**src/rtl/trig_bank_pkg.sv**
```systemverilog
package trig_bank_pkg;

  localparam logic [3:0] TYPE_ADDR_MATCH = 4'd2;

  typedef struct packed {
    logic       dmode;
    logic       selData;
    logic       timing;
    logic [5:0] action;
    logic       chain;
    logic [3:0] matchKind;
    logic [3:0] modeEn;
    logic       execute;
    logic       store;
    logic       load;
  } trigCfg_t;

  typedef struct packed {
    logic selWr;
    logic cfgWr;
    logic data2Wr;
  } trigStrobe_t;

  typedef enum logic [1:0] {
    RD_ZERO  = 2'd0,
    RD_SEL   = 2'd1,
    RD_CFG   = 2'd2,
    RD_DATA2 = 2'd3
  } rdSrc_t;

  // Build the architectural control word from the stored fields.
  function automatic logic [63:0] packCfg(trigCfg_t c, int xlen);
    logic [63:0] w;
    w = 64'(TYPE_ADDR_MATCH) << (xlen - 4);
    w = w | (64'(c.dmode) << (xlen - 5));
    w[19]    = c.selData;
    w[18]    = c.timing;
    w[17:12] = c.action;
    w[11]    = c.chain;
    w[10:7]  = c.matchKind;
    w[6:3]   = c.modeEn;
    w[2]     = c.execute;
    w[1]     = c.store;
    w[0]     = c.load;
    return w;
  endfunction

  // Extract the writable fields; an execute match forces timing low.
  function automatic trigCfg_t unpackCfg(logic [63:0] w, int xlen);
    trigCfg_t c;
    c.dmode     = w[xlen - 5];
    c.selData   = w[19];
    c.timing    = w[2] ? 1'b0 : w[18];
    c.action    = w[17:12];
    c.chain     = w[11];
    c.matchKind = w[10:7];
    c.modeEn    = w[6:3];
    c.execute   = w[2];
    c.store     = w[1];
    c.load      = w[0];
    return c;
  endfunction

endpackage

```
**src/rtl/trig_ctrl.sv**
```systemverilog
module trig_ctrl
  import trig_bank_pkg::*;
#(
  parameter int          XLEN      = 32,
  parameter int          NUM_TRIG  = 4,
  parameter logic [11:0] BASE_ADDR = 12'h7A0
) (
  input  logic            clk,
  input  logic            rstN,
  input  logic [11:0]     csrAddr,
  input  logic [XLEN-1:0] csrWdata,
  input  logic            csrWe,
  input  logic            debugMode,
  input  logic            selLocked,
  output trigStrobe_t     stb,
  output rdSrc_t          rdSrc,
  output logic            updPulse
);
  localparam logic [11:0] ADDR_SEL   = BASE_ADDR;
  localparam logic [11:0] ADDR_CFG   = BASE_ADDR + 12'd1;
  localparam logic [11:0] ADDR_DATA2 = BASE_ADDR + 12'd2;
  localparam logic [XLEN-1:0] TRIG_LIMIT = XLEN'(NUM_TRIG);

  logic writeOpen;

  always_comb begin
    writeOpen   = !selLocked || debugMode;
    stb.selWr   = csrWe && (csrAddr == ADDR_SEL) && (csrWdata < TRIG_LIMIT);
    stb.cfgWr   = csrWe && (csrAddr == ADDR_CFG) && writeOpen;
    stb.data2Wr = csrWe && (csrAddr == ADDR_DATA2) && writeOpen;
  end

  always_comb begin
    unique case (csrAddr)
      ADDR_SEL:   rdSrc = RD_SEL;
      ADDR_CFG:   rdSrc = RD_CFG;
      ADDR_DATA2: rdSrc = RD_DATA2;
      default:    rdSrc = RD_ZERO;
    endcase
  end

  always_ff @(posedge clk or negedge rstN) begin
    if (!rstN) updPulse <= 1'b0;
    else       updPulse <= stb.cfgWr;
  end

endmodule

```
**src/rtl/trig_dp.sv**
```systemverilog
module trig_dp
  import trig_bank_pkg::*;
#(
  parameter int XLEN     = 32,
  parameter int NUM_TRIG = 4
) (
  input  logic            clk,
  input  logic            rstN,
  input  logic [XLEN-1:0] csrWdata,
  input  trigStrobe_t     stb,
  input  rdSrc_t          rdSrc,
  output logic            selLocked,
  output logic [XLEN-1:0] csrRdata,
  output logic            watchFetch,
  output logic            watchLoad,
  output logic            watchStore
);
  localparam int SEL_W = (NUM_TRIG > 1) ? $clog2(NUM_TRIG) : 1;

  logic [SEL_W-1:0] selReg;
  trigCfg_t         cfgReg   [NUM_TRIG];
  logic [XLEN-1:0]  data2Reg [NUM_TRIG];
  trigCfg_t         newCfg;
  logic [63:0]      cfgWord;

  always_ff @(posedge clk or negedge rstN) begin
    if (!rstN)          selReg <= '0;
    else if (stb.selWr) selReg <= csrWdata[SEL_W-1:0];
  end

  always_comb newCfg = unpackCfg(64'(csrWdata), XLEN);

  for (genvar t = 0; t < NUM_TRIG; t++) begin : g_trig
    logic hit;
    assign hit = (32'(selReg) == t);
    always_ff @(posedge clk or negedge rstN) begin
      if (!rstN) begin
        cfgReg[t]   <= '0;
        data2Reg[t] <= '0;
      end else begin
        if (stb.cfgWr && hit)   cfgReg[t]   <= newCfg;
        if (stb.data2Wr && hit) data2Reg[t] <= csrWdata;
      end
    end
  end

  always_comb begin
    selLocked = 1'b0;
    for (int t = 0; t < NUM_TRIG; t++)
      if (32'(selReg) == t) selLocked = cfgReg[t].dmode;
  end

  always_comb begin
    watchFetch = 1'b0;
    watchLoad  = 1'b0;
    watchStore = 1'b0;
    for (int t = 0; t < NUM_TRIG; t++) begin
      watchFetch = watchFetch | cfgReg[t].execute;
      watchLoad  = watchLoad  | cfgReg[t].load;
      watchStore = watchStore | cfgReg[t].store;
    end
  end

  always_comb begin
    cfgWord = '0;
    for (int t = 0; t < NUM_TRIG; t++)
      if (32'(selReg) == t) cfgWord = packCfg(cfgReg[t], XLEN);
  end

  always_comb begin
    csrRdata = '0;
    unique case (rdSrc)
      RD_SEL:   csrRdata = XLEN'(selReg);
      RD_CFG:   csrRdata = cfgWord[XLEN-1:0];
      RD_DATA2: begin
        for (int t = 0; t < NUM_TRIG; t++)
          if (32'(selReg) == t) csrRdata = data2Reg[t];
      end
      default:  csrRdata = '0;
    endcase
  end

endmodule

```
**src/rtl/trig_bank.sv**
```systemverilog
module trig_bank
  import trig_bank_pkg::*;
#(
  parameter int          XLEN      = 32,
  parameter int          NUM_TRIG  = 4,
  parameter logic [11:0] BASE_ADDR = 12'h7A0
) (
  input  logic            clk,
  input  logic            rstN,
  input  logic [11:0]     csrAddr,
  input  logic [XLEN-1:0] csrWdata,
  input  logic            csrWe,
  output logic [XLEN-1:0] csrRdata,
  input  logic            debugMode,
  output logic            watchFetch,
  output logic            watchLoad,
  output logic            watchStore,
  output logic            trigUpdated
);
  trigStrobe_t stb;
  rdSrc_t      rdSrc;
  logic        selLocked;

  trig_ctrl #(.XLEN(XLEN), .NUM_TRIG(NUM_TRIG), .BASE_ADDR(BASE_ADDR)) u_ctrl (
    .clk(clk), .rstN(rstN), .csrAddr(csrAddr), .csrWdata(csrWdata),
    .csrWe(csrWe), .debugMode(debugMode), .selLocked(selLocked),
    .stb(stb), .rdSrc(rdSrc), .updPulse(trigUpdated)
  );

  trig_dp #(.XLEN(XLEN), .NUM_TRIG(NUM_TRIG)) u_dp (
    .clk(clk), .rstN(rstN), .csrWdata(csrWdata), .stb(stb), .rdSrc(rdSrc),
    .selLocked(selLocked), .csrRdata(csrRdata), .watchFetch(watchFetch),
    .watchLoad(watchLoad), .watchStore(watchStore)
  );

endmodule

```
**config.mk**
```make
export PLATFORM = sky130hd
export DESIGN_NAME = trig_bank
export DESIGN_NICKNAME = d
export VERILOG_FILES = /design/src/rtl/trig_bank_pkg.sv /design/src/rtl/trig_ctrl.sv /design/src/rtl/trig_dp.sv /design/src/rtl/trig_bank.sv
export SDC_FILE = /design/constraint.sdc
export NUM_CORES = 1
export LEC_CHECK = 0
export ABC_AREA = 0
export CORE_MARGIN = 1.5
export CORE_UTILIZATION = 43
export CTS_BUF_LIST = sky130_fd_sc_hd__clkbuf_4 sky130_fd_sc_hd__clkbuf_8
export DETAILED_ROUTE_END_ITERATION = 7
export DONT_BUFFER_PORTS = 1
export SKIP_CTS_REPAIR_TIMING = 1
export SLEW_MARGIN = 10
export SYNTH_ARGS = -nofsm -noshare
export SYNTH_HDL_FRONTEND = slang
export SYNTH_SLANG_ARGS = --single-unit
```
**constraint.sdc**
```tcl
create_clock -name clk -period 7.1 [get_ports clk]
set_clock_uncertainty 0.2 [all_clocks]
set_input_delay 1.42 -clock clk [delete_from_list [all_inputs] [get_ports clk]]
set_output_delay 1.42 -clock clk [all_outputs]
set_load 0.01 [all_outputs]
```
Word level (Yosys, flattened, before mapping)
Index checks and enable logic that the tools add are counted.
Widths: inputs -> output; s select.

cells by class
  reductions and logical operators = 17
  multiplexer cells = 15
  eq/ne operators = 9
  bitwise operators = 9
  $lt $le $gt $ge = 1

operators with widths
  kind                  number
  $mux 32               7
  $pmux 32 s3           1
  $eq 12x11->1 const B  3
  $lt 32x3->1 const B   1
  $mux 30               1
  $logic_and 1x1->1     14
  $or 1x1->1            9
  $eq 2x2->1 const B    4
  $pmux 2 s3            1
  $mux 1                5
  $eq 2x1->1 const B    2
  $logic_not 2->1       1
  $logic_not 1->1       1
  $logic_or 1x1->1      1

word-level totals
  input bits = 48
  logic and storage cells = 97
  output and inout port bits = 36
  register bits after elaboration = 215

Logic depth before layout (Yosys ltp)
Gate-level depths: netlist of the first run.

  word-level depth = 9
  gate-level depth with buffers = 6
  gate-level depth less buffers = 4

Modules after synthesis
From an unflattened synthesis of the first run, not the netlist that was laid out.

unflattened totals
  cells, all modules = 773
  area, all modules = 9935.8 µm²

modules (own cells, without submodules)
  module     seq. area each (µm²)  cells an instance  instances  area an instance (µm²)
  trig_dp    5355.1                750                1          9748.1
  trig_ctrl  25.0                  23                 1          187.7

Worst setup path after synthesis of the first run
Ideal clock, no wire load.

  kind = input -> output
  start point = in csrAddr[4]
  end point = out csrRdata[10]
  arrival time = 2.654 ns
  data required time = 5.480 ns
  slack = 2.826 ns
  path buffers = 1
  stages = 5
  path through = and4bb_2 > nand3_1 > or2_2 > clkbuf_1 > o22ai_1

between the ends
  word-level cells in the longest chain between the ends = 4
  elaborated cells between the ends (all ways) = 8

ends and longest elaborated chain
  element                                          RTL line         RTL
  start, declared                                  trig_bank.sv:10  input logic [11:0] csrAddr,
  $eq 12x11->1                                     trig_ctrl.sv:34  unique case (csrAddr)
  $pmux 2 s3 (*)                                   trig_ctrl.sv:34
  $eq 2x2->1 / $eq 2x1->1 (equally long branches)  trig_dp.sv:72    unique case (rdSrc)
  $pmux 32 s3 (*)                                  trig_dp.sv:72
  end, declared                                    trig_bank.sv:13  output logic [XLEN-1:0] csrRdata,

Every way passes the cells marked *; elsewhere a longest branch is shown, timed or not.

Worst setup path in the final report of the first run
  start point = in csrAddr[4]
  end point = out csrRdata[29]

The elaborated chain is that of the path after synthesis.

==> metrics.txt, run 1 <==
CTS tree done; largest net degree at the start of global routing 216; Placer Congestion 0.748; crit path max fanout 16; initial drt markers 270; layout cells sized above 1 50.4%; maximum clock insertion buffer count 3; crit path kind input port to output port; Final Slew Violations 0; Power Density 213 nW/um^2; Worst path slowest cell nand4_1; Synth area leaders dfrtp_1, mux2_2, mux4_2; Final #Nets 705; Layout Cells excl Fill 993; final antenna-violating net count 0; unrepaired setup endpoints after global routing false; Reg clk slew, reported paths 0.06 ns; post-synthesis sequential area ratio 53.6%; Ant. Diodes 0; Worst Setup SP csrAddr[4]; FMAX 0.197 GHz; placed cell area 10,400 sq um; Total Power 2.36 mW; #FFs+latches synth 215; clock root buffer clkbuf_8; die height 156 um; Max VDD drop 0.113 mV; Reg2Reg Setup Slack 3.35 ns; synthesized cell area 10,000 sq um; Post-synth EDFFs 0; final core occ 48.7%; Crit path required time 5.48 ns; Worst slew margin 30.2%; Cells after Synth 645; Setup TNS 0 ns; final setup fails 0; crit path buf inv count 1; crit share post-route 71.4%; initial antenna violation count 0; Worst Slack Setup Final 2.03 ns; number of global-route vias before repair 6,345; Area growth, synth to finish 10.5%; Syn Nets 693; WHS 0.285 ns; CP Cell Sequence and4bb_2 -> nand4_1 -> buf_4 -> o21ai_0; 1st-pass router iterations 4; Worst Setup Start Kind input port; H-tree depth 2; hpwl dp 13,700 um; P_leak 5.21 nW; drt total wl 23,000 um; reg2reg end u_dp.data2Reg[17]$_DFFE_PN0P_; RR Startpoint u_dp.selReg[0]$_DFFE_PN0P_; critical path depth 4; final-report hold violation count 0; DR vias/cell 5.63; core area 22,800 sq um; Synth warnings 0; critical path's largest stage delay 0.69 ns; first-pass GRT wire length 36,900 um; Vias 5,587; top-area cell type share of the netlist area 53.6%; total gr overflow 0; status finished clean; Horiz. Die Dim 156 um; Synth Area per Inst 15.6 sq um; dpl cells 929; # port buffers 0; max-cap violation count 0; unique cell type count in the Yosys netlist 35; Top delay family on crit path simple AND/OR/NAND/NOR gates; Starting Density 44.1%; Placement Setup Slack 2.06 ns; Skew-Pair Late Insertion Delay 0.52 ns; Hold Crit Class flop to flop; Crit. End Element output port; crit path capture csrRdata[29]; Total GRT Usage 20.0%; top cell type by total area after synthesis dfrtp_1; fin crit period 5.07 ns; design area 11,100 sq um; drt drc 0; die footprint 24,300 sq um; Arrival @ worst endpoint 3.45 ns; wire length per cell 23.2 um; Worst Tran Pin Value 1.05 ns; asr flop ratio synth 100%; Primary FF master, synth dfrtp_1; CTS Buf Count 39; # rows 55; Reg2Reg Depth 6; IO Pins 84; CTS Sinks 215
[per-layer routing]
metal | global-route usage [%] | share of wire, % | vias to the layer above | wire, um
met5 | 0 | 0 | - | 0
met4 | 5.44 | 2.2 | 0 | 511
met3 | 5.17 | 5.5 | 46 | 1260
met2 | 34.6 | 51 | 120 | 11800
met1 | 24.9 | 41 | 3025 | 9460
li1 | - | - | 2396 | -
[synthesized netlist by cell type, types with 3 or more instances]
master	n
nor2_1	5
nor3_1	3
buf_6	4
mux2_2	163
mux4_2	51
buf_2	22
nand2_1	4
nor2b_1	13
mux2i_1	4
mux2_1	12
dfrtp_1	215
o22ai_1	19
clkbuf_1	11
nor4_2	3
or4_1	3
nor4_1	8
mux2_4	40
inv_1	40
[cell type report]
| type | count | area (sq um) |
|---|---|---|
| fill | 1973 | 11700 |
| sequential | 215 | 5390 |
| multi-input combinational | 351 | 4350 |
| clock buffer | 60 | 719 |
| tap | 313 | 392 |
| inverter | 40 | 150 |
| timing repair buffer | 10 | 75.1 |
| clock inverter | 4 | 27.5 |
[worst min path at each step]
stage	startpoint	endpoint	slack [ns]	cells past startpoint
4_1_cts	u_dp.data2Reg[34]$_DFFE_PN0P_	u_dp.data2Reg[34]$_DFFE_PN0P_	0.28	1
5_1_grt	u_dp.data2Reg[34]$_DFFE_PN0P_	u_dp.data2Reg[34]$_DFFE_PN0P_	0.30	1
3_3_place_gp	u_dp.data2Reg[81]$_DFFE_PN0P_	u_dp.data2Reg[81]$_DFFE_PN0P_	0.26	1
2_1_floorplan	u_dp.data2Reg[33]$_DFFE_PN0P_	u_dp.data2Reg[33]$_DFFE_PN0P_	0.25	1
3_5_place_dp	u_dp.data2Reg[34]$_DFFE_PN0P_	u_dp.data2Reg[34]$_DFFE_PN0P_	0.27	1
6_report	u_dp.data2Reg[34]$_DFFE_PN0P_	u_dp.data2Reg[34]$_DFFE_PN0P_	0.28	1
[report_power, final]
| part | switching, mW | internal, mW | leakage (nW) | total (mW) |
|---|---|---|---|---|
| Sequential | 0.000638 | 1.23 | 3.00 | 1.23 |
| Combinational | 0.00500 | 0.00622 | 1.80 | 0.0112 |
| Clock | 0.482 | 0.641 | 0.404 | 1.12 |
| Total | 0.488 | 1.88 | 5.21 | 2.36 |
[registers in the layout, summed over array words and instances (netlist names)]
name,count
u_dp.cfgReg,84
u_dp.selReg,2
u_ctrl.updPulse,1
u_dp.data2Reg,128
[cell families (layout without fill, tap and decap cells)]
kind of cell	after synthesis	count (layout)	synth area share [%]
muxes	270	270	37.4
buffers and inverters	79	114	3.56
DFF	215	215	53.6
and+or+nand+nor	54	54	3.64
AOI/OAI and AO/OA	27	27	1.81
[placed cells by master, fill, tap and decap left out, types with 3 or more instances in the layout]
cell type,instances
dfrtp_1,213
mux2_1,12
nor4_4,3
nand2_1,4
mux2_4,40
nor2b_1,13
buf_4,10
nor2_1,5
mux4_2,51
mux2_2,163
nor3_1,3
o22ai_1,19
inv_1,40
or4_1,3
clkbuf_4,17
mux2i_1,4
nor4_1,7
clkbuf_8,43
(Power assumes the default switching activity.)
==> run 2: changes to the inputs <==
clock period = 5.1 ns   (was 7.1 ns; I/O delays follow)
==> run 2 against run 1 <==
- sequential power increased by 39%
- die area unchanged
- critical path depth unchanged
- non-clock buffer count unchanged
- total power increased by 37%
- global-route usage increased by 0.40 points
- worst hold slack got worse by 0.28 ns
- sequential share of layout area increased by 0.060 points
- clock power increased by 35%
- via count increased by 0.23%
- largest power group unchanged
==> metrics.txt, run 2 (synthesized netlist as in run 1, its figures left out) <==
status finished clean; Worst Slack Setup Final 0.974 ns (-1.06 ns); final setup fails 0 (unchanged); clock power share 46.7% (-0.8 points); Vias 5,600 (+0.23%); fin crit period 4.13 ns; placed cell area 10,400 sq um (+0.36%); P_leak 5.18 nW (-0.52%); Worst path slowest cell dfrtp_4; Top delay family on crit path flip-flops; wire length per cell 23.8 um (+2.9%); drt total wl 23,500 um (+2.3%); final core occ 48.7% (-0.061 points); Starting Density 44.1% (unchanged); Placer Congestion 0.818 (+9.4%); initial antenna violation count 0 (unchanged); Worst Tran Pin Value 0.963 ns (-0.0835 ns); # port buffers 0 (unchanged); sequential power share 52.8% (+0.8 points); initial drt markers 231 (-14%); crit path buf inv count 2 (+1); layout cells sized above 1 50.0% (-0.44 points); maximum clock insertion buffer count 3 (unchanged); clock root buffer clkbuf_8; Setup TNS 0 ns (unchanged); DR vias/cell 5.67 (+0.84%); final-report hold violation count 0 (unchanged); H-tree depth 2 (unchanged); Horiz. Die Dim 156 um (unchanged); Hold Crit Class input port to async pin; Worst slew margin 35.8% (+5.6 points); crit share post-route 80.9%; unrepaired setup endpoints after global routing false; Ant. Diodes 0 (unchanged); CTS tree done; total gr overflow 0 (unchanged); FMAX 0.242 GHz; Crit path required time 3.88 ns (-1.60 ns); Final #Nets 705 (unchanged); # rows 55 (unchanged); biggest regs u_dp.data2Reg: 128 flops, u_dp.cfgReg: 84 flops, u_dp.selReg: 2 flops; die footprint 24,300 sq um (unchanged); Placement Setup Slack 1.26 ns (-0.796 ns); drt drc 0 (unchanged); CTS Buf Count 39 (unchanged); largest net degree at the start of global routing 216 (unchanged); final antenna-violating net count 0 (unchanged); hpwl dp 13,800 um (+0.15%); CP Cell Sequence buf_4 -> mux4_2 -> inv_1 -> o22ai_1; design area 11,100 sq um (-0.12%); Layout Cells excl Fill 987 (-0.60%); most common cell after layout, fill and taps aside dfrtp_1; Crit. End Element output port; IO Pins 84 (unchanged); Total Power 3.24 mW (+37%); commonest cells after routing, fill and taps aside dfrtp_1, mux2_2, mux4_2; Total GRT Usage 20.4% (+0.40 points); Internal 2.56 mW (+37%); Power Density 292 nW/um^2 (+37%); first-pass GRT wire length 37,400 um (+1.4%); WHS 0.00349 ns (-0.281 ns); max-cap violation count 0 (unchanged); largest register by flop count u_dp.data2Reg; core area 22,800 sq um (unchanged); Gate power share 0.5% (about the same); Skew-Pair Late Insertion Delay 0.53 ns (about the same); Worst Setup Start Kind flop; number of global-route vias before repair 6,255 (-1.4%); Arrival @ worst endpoint 2.91 ns (-0.54 ns); max reg flops 128 (unchanged); Switching Share 20.9% (+0.20 points); dpl cells 929 (unchanged); critical path's largest stage delay 1.02 ns (+0.33 ns); Area growth, synth to finish 10.4%; die height 156 um (unchanged); Max VDD drop 0.142 mV (+25%); CTS Sinks 215 (unchanged); Final Slew Violations 0 (unchanged); crit path kind flop to output port; Reg clk slew, reported paths 0.06 ns (about the same); crit path max fanout 43 (+27); 1st-pass router iterations 4 (unchanged); Psw 675 uW (+38%)
==> run 2: routing by layer <==
layer  wire length, um  vias to the layer above  GRT usage [%]
met5                 0                        -              0
met2             11800                      140           34.2
li1                  -                     2395              -
met4               562                        0           6.76
met1              9860                     3021           25.8
met3              1360                       44           5.44
==> run 2: path summary, 6_finish.rpt <==
| kind | cells past startpoint | end | slack, ns | start |
|---|---|---|---|---|
| hold / removal | 0 | u_dp.data2Reg[47]$_DFFE_PN0P_ | 0.003 | rstN |
| hold reg to reg | 1 | u_dp.data2Reg[34]$_DFFE_PN0P_ | 0.29 | u_dp.data2Reg[34]$_DFFE_PN0P_ |
| max in group asynchronous | 0 | u_dp.cfgReg[59]$_DFFE_PN0P_ | 4.18 | rstN |
| setup reg to reg | 5 | u_dp.data2Reg[32]$_DFFE_PN0P_ | 1.67 | u_dp.selReg[0]$_DFFE_PN0P_ |
| setup / recovery | 4 | csrRdata[18] | 0.97 | u_dp.selReg[0]$_DFFE_PN0P_ |
| min in group clk | 1 | u_dp.data2Reg[34]$_DFFE_PN0P_ | 0.29 | u_dp.data2Reg[34]$_DFFE_PN0P_ |
==> run 2: layout make-up <==
cell class	count	area, sq um
clock buffer	56	683
clock inverter	2	12.5
fill	1914	11700
inverter	40	150
multi-input combinational	351	4350
sequential	215	5390
tap	313	392
timing repair buffer	10	113
==> run 2: power groups by stage <==
stage	clock network (mW)	logic, mW	registers [mW]
2_1_floorplan	0	0.0132	1.74
3_3_place_gp	0	0.0155	1.74
3_5_place_dp	0	0.0158	1.74
4_1_cts	1.55	0.0159	1.71
5_1_grt	1.63	0.0169	1.71
6_report	1.51	0.0159	1.71
==> run 3: changes to the inputs <==
ABC_AREA = 1   (was 0)
clock period = 3.4 ns   (was 5.1 ns; I/O delays follow)
==> run 3 against run 2 <==
- the flow now finishes with violations (negative hold slack)
- die area increased by 9.9%
- wire length increased by 53%
- total power increased by 56%
- cell count increased by 77%
- final area increased by 9.5%
- clock power increased by 64%
- flip-flop and latch count unchanged
- via count increased by 83%
- first-iteration DRC count increased to 4.9 times the previous value
- critical path depth increased by 1
- register-to-register slack got worse by 1.1 ns
- critical endpoint is now csrRdata[24]
- largest power group unchanged
- highest routed layer is now met5
==> metrics.txt, run 3 <==
FMAX 0.307 GHz; Worst Setup SP u_dp.selReg[0]$_DFFE_PN0P_; WHS -0.337 ns (-0.340 ns); largest net degree at the start of global routing 216 (unchanged); post-synthesis sequential area ratio 48.7% (-4.9 points); final-report hold violation count 215 (+215); multiplexer share of the synthesized area 0% (-37 points); Max VDD drop 0.194 mV (+37%); Worst path slowest cell dfrtp_2; critical path's largest stage delay 0.48 ns (-0.54 ns); core area 25,200 sq um (+11%); Horiz. Die Dim 163 um (+4.8%); H-tree depth 2 (unchanged); Hold Crit Class input port to async pin; sequential power share 50.6% (-2.2 points); hpwl dp 21,900 um (+59%); Ant. Diodes 0 (unchanged); Worst Tran Pin Value 0.750 ns (-0.214 ns); crit path kind flop to output port; top-count cell post-synth nand2_1; asr flop ratio synth 100% (unchanged); Syn Nets 1,483 (+110%); CP most frequent cell buf_4; Worst Setup Start Kind flop; Reg2Reg Depth 8 (+3); # rows 58 (+5.5%); initial antenna violation count 1 (+1); Total Power 5.06 mW (+56%); drt total wl 36,000 um (+53%); maximum clock insertion buffer count 3 (unchanged); Skew-Pair Late Insertion Delay 0.52 ns (about the same); # port buffers 0 (unchanged); Placer Congestion 0.815 (-0.35%); CTS Sinks 215 (unchanged); CTS Buf Count 39 (unchanged); biggest regs u_dp.data2Reg: 128 flops, u_dp.cfgReg: 84 flops, u_dp.selReg: 2 flops; clock power share 48.8% (+2.1 points); Final Slew Violations 0 (unchanged); Switching Share 21.6% (+0.75 points); dpl cells 1,687 (+82%); Internal 3.97 mW (+55%); fraction of synthesized cell area in xor and xnor cells 0% (unchanged); DR vias/cell 5.85 (+3.2%); top cell type by total area after synthesis dfrtp_1; Starting Density 43.9% (-0.18 points); CP Cell Sequence nand2_2 -> buf_4 -> buf_4 -> o21ai_0 -> a31oi_1; layout cells sized above 1 11.1% (-39 points); failing checks negative hold slack; Reg2Reg Setup Slack 0.55 ns (-1.12 ns); RR Startpoint u_dp.selReg[1]$_DFFE_PN0P_; crit share post-route 95.9%; clock root buffer clkbuf_8; Worst slew margin 50.0% (+14 points); crit path capture csrRdata[24]; Crit. End Element output port; final setup fails 0 (unchanged); Placement Setup Slack 0.456 ns (-0.803 ns); commonest cells after routing, fill and taps aside nand2_1, nand4_1, dfrtp_1; Vias 10,240 (+83%); Worst Slack Setup Final 0.140 ns (-0.834 ns); final antenna-violating net count 0 (unchanged); crit path max fanout 21 (-51%); largest family of logic cells by synthesized area simple AND/OR/NAND/NOR gates; synthesized cell area 11,100 sq um (+10%); #FFs+latches synth 215 (unchanged); P_leak 6.37 nW (+23%); drt drc 0 (unchanged); CTS tree done; Psw 1.09 mW (+62%); Final #Nets 1,446 (+110%); IO Pins 84 (unchanged); status finished, violations left; first-pass GRT wire length 56,900 um (+52%); top-area cell type share of the netlist area 48.7% (-4.9 points); most common cell after layout, fill and taps aside nand2_1; Primary FF master, synth dfrtp_1; Post-Synth Simple-Gate Area 37.3% (+34 points); number of global-route vias before repair 9,721 (+55%); total gr overflow 0 (unchanged); Adder-Cell Fraction of Synth Area 0% (unchanged); Reg clk slew, reported paths 0.06 ns (about the same); die height 163 um (+4.8%); Area growth, synth to finish 9.81%; unique cell type count in the Yosys netlist 27 (-23%); unrepaired setup endpoints after global routing false; fin crit period 3.26 ns; wire length per cell 20.6 um (-14%); Power Density 417 nW/um^2 (+43%); Crit path required time 2.52 ns (-1.36 ns); Setup TNS 0 ns (unchanged); post-synthesis compound-gate area fraction 5.82% (+4.0 points); Gate power share 0.5% (about the same); 1st-pass router iterations 6 (+2); Synth warnings 0 (unchanged); Total GRT Usage 27.5% (+7.1 points); reg2reg end u_dp.data2Reg[1]$_DFFE_PN0P_; max reg flops 128 (unchanged); Synth Area per Inst 7.71 sq um (-51%); initial drt markers 1,132 (+390%); Post-synth EDFFs 0 (unchanged); Arrival @ worst endpoint 2.38 ns (-0.53 ns); largest register by flop count u_dp.data2Reg; Layout Cells excl Fill 1,749 (+77%); die footprint 26,700 sq um (+9.9%); Synth area leaders dfrtp_1, nand2_1, nand4_1; max-cap violation count 0 (unchanged); top post-synthesis cells by count nand2_1, nand4_1, dfrtp_1; Cells after Synth 1,435 (+120%)
## run 3: changes by cell type after synthesis, sizes merged, moves of 17 or more
cell,before,now
nand4,2,221
o22ai,19,2
clkbuf,11,69
mux2,215,0
nand2,4,567
o211ai,2,23
mux4,51,0
or2,1,20
nand3,3,54
nor2,5,36
o21ai,2,73
buf,28,73
## run 3: how the worst min path moves through the flow
stage | start | to | slack, ns | cells past startpoint
5_1_grt | rstN | u_dp.data2Reg[70]$_DFFE_PN0P_ | -0.36 | 0
3_5_place_dp | rstN | u_dp.data2Reg[70]$_DFFE_PN0P_ | 0.20 | 0
6_report | rstN | u_dp.data2Reg[70]$_DFFE_PN0P_ | -0.34 | 0
4_1_cts | rstN | u_dp.data2Reg[24]$_DFFE_PN0P_ | -0.36 | 0
2_1_floorplan | rstN | u_ctrl.updPulse$_DFF_PN0_ | 0.18 | 0
3_3_place_gp | rstN | u_dp.data2Reg[102]$_DFFE_PN0P_ | 0.20 | 0
## run 3: power groups by stage
stage,registers [mW],clock network (mW),logic (mW)
final,2.56,2.47,0.0265
after global routing,2.56,2.63,0.0297
after CTS,2.56,2.51,0.0264
after detailed placement,2.61,0,0.0263
after global placement,2.61,0,0.0262
after floorplan,2.61,0,0.0463
## run 3: worst max-delay path, delay by kind of cell (launching register included)
family                 cells  cell delay, ns
buffers and inverters      2            0.56
DFF                        1            0.48
and+or+nand+nor            1            0.43
AOI/OAI and AO/OA          2            0.38
## run 3: layout make-up
cell class,instances,area [sq um]
clock buffer,60,757
clock inverter,2,10.0
fill,2486,13000
inverter,55,213
multi-input combinational,1023,4800
sequential,215,5380
tap,330,413
timing repair buffer,64,568
## run 3: kinds of logic after synthesis
family / count (synthesis)
buffers and inverters: 197
and+or+nand+nor: 911
DFF: 215
AOI/OAI and AO/OA: 112
## run 3: metal layers
metal  wire length (um)  global-route usage [%]
met5                 12                       0
met4                862                    8.80
met3               2870                    6.09
met2              16300                    41.6
met1              15900                    39.1
## run 3: metrics by stage
stage / cell area [sq um] / util [%]
floorplan: 11100 / -
global placement: 11400 / 45.1
detailed placement: 11400 / 45.1
CTS: 12100 / 48.1
global route: 12100 / 48.2
finish: 12100 / 48.2
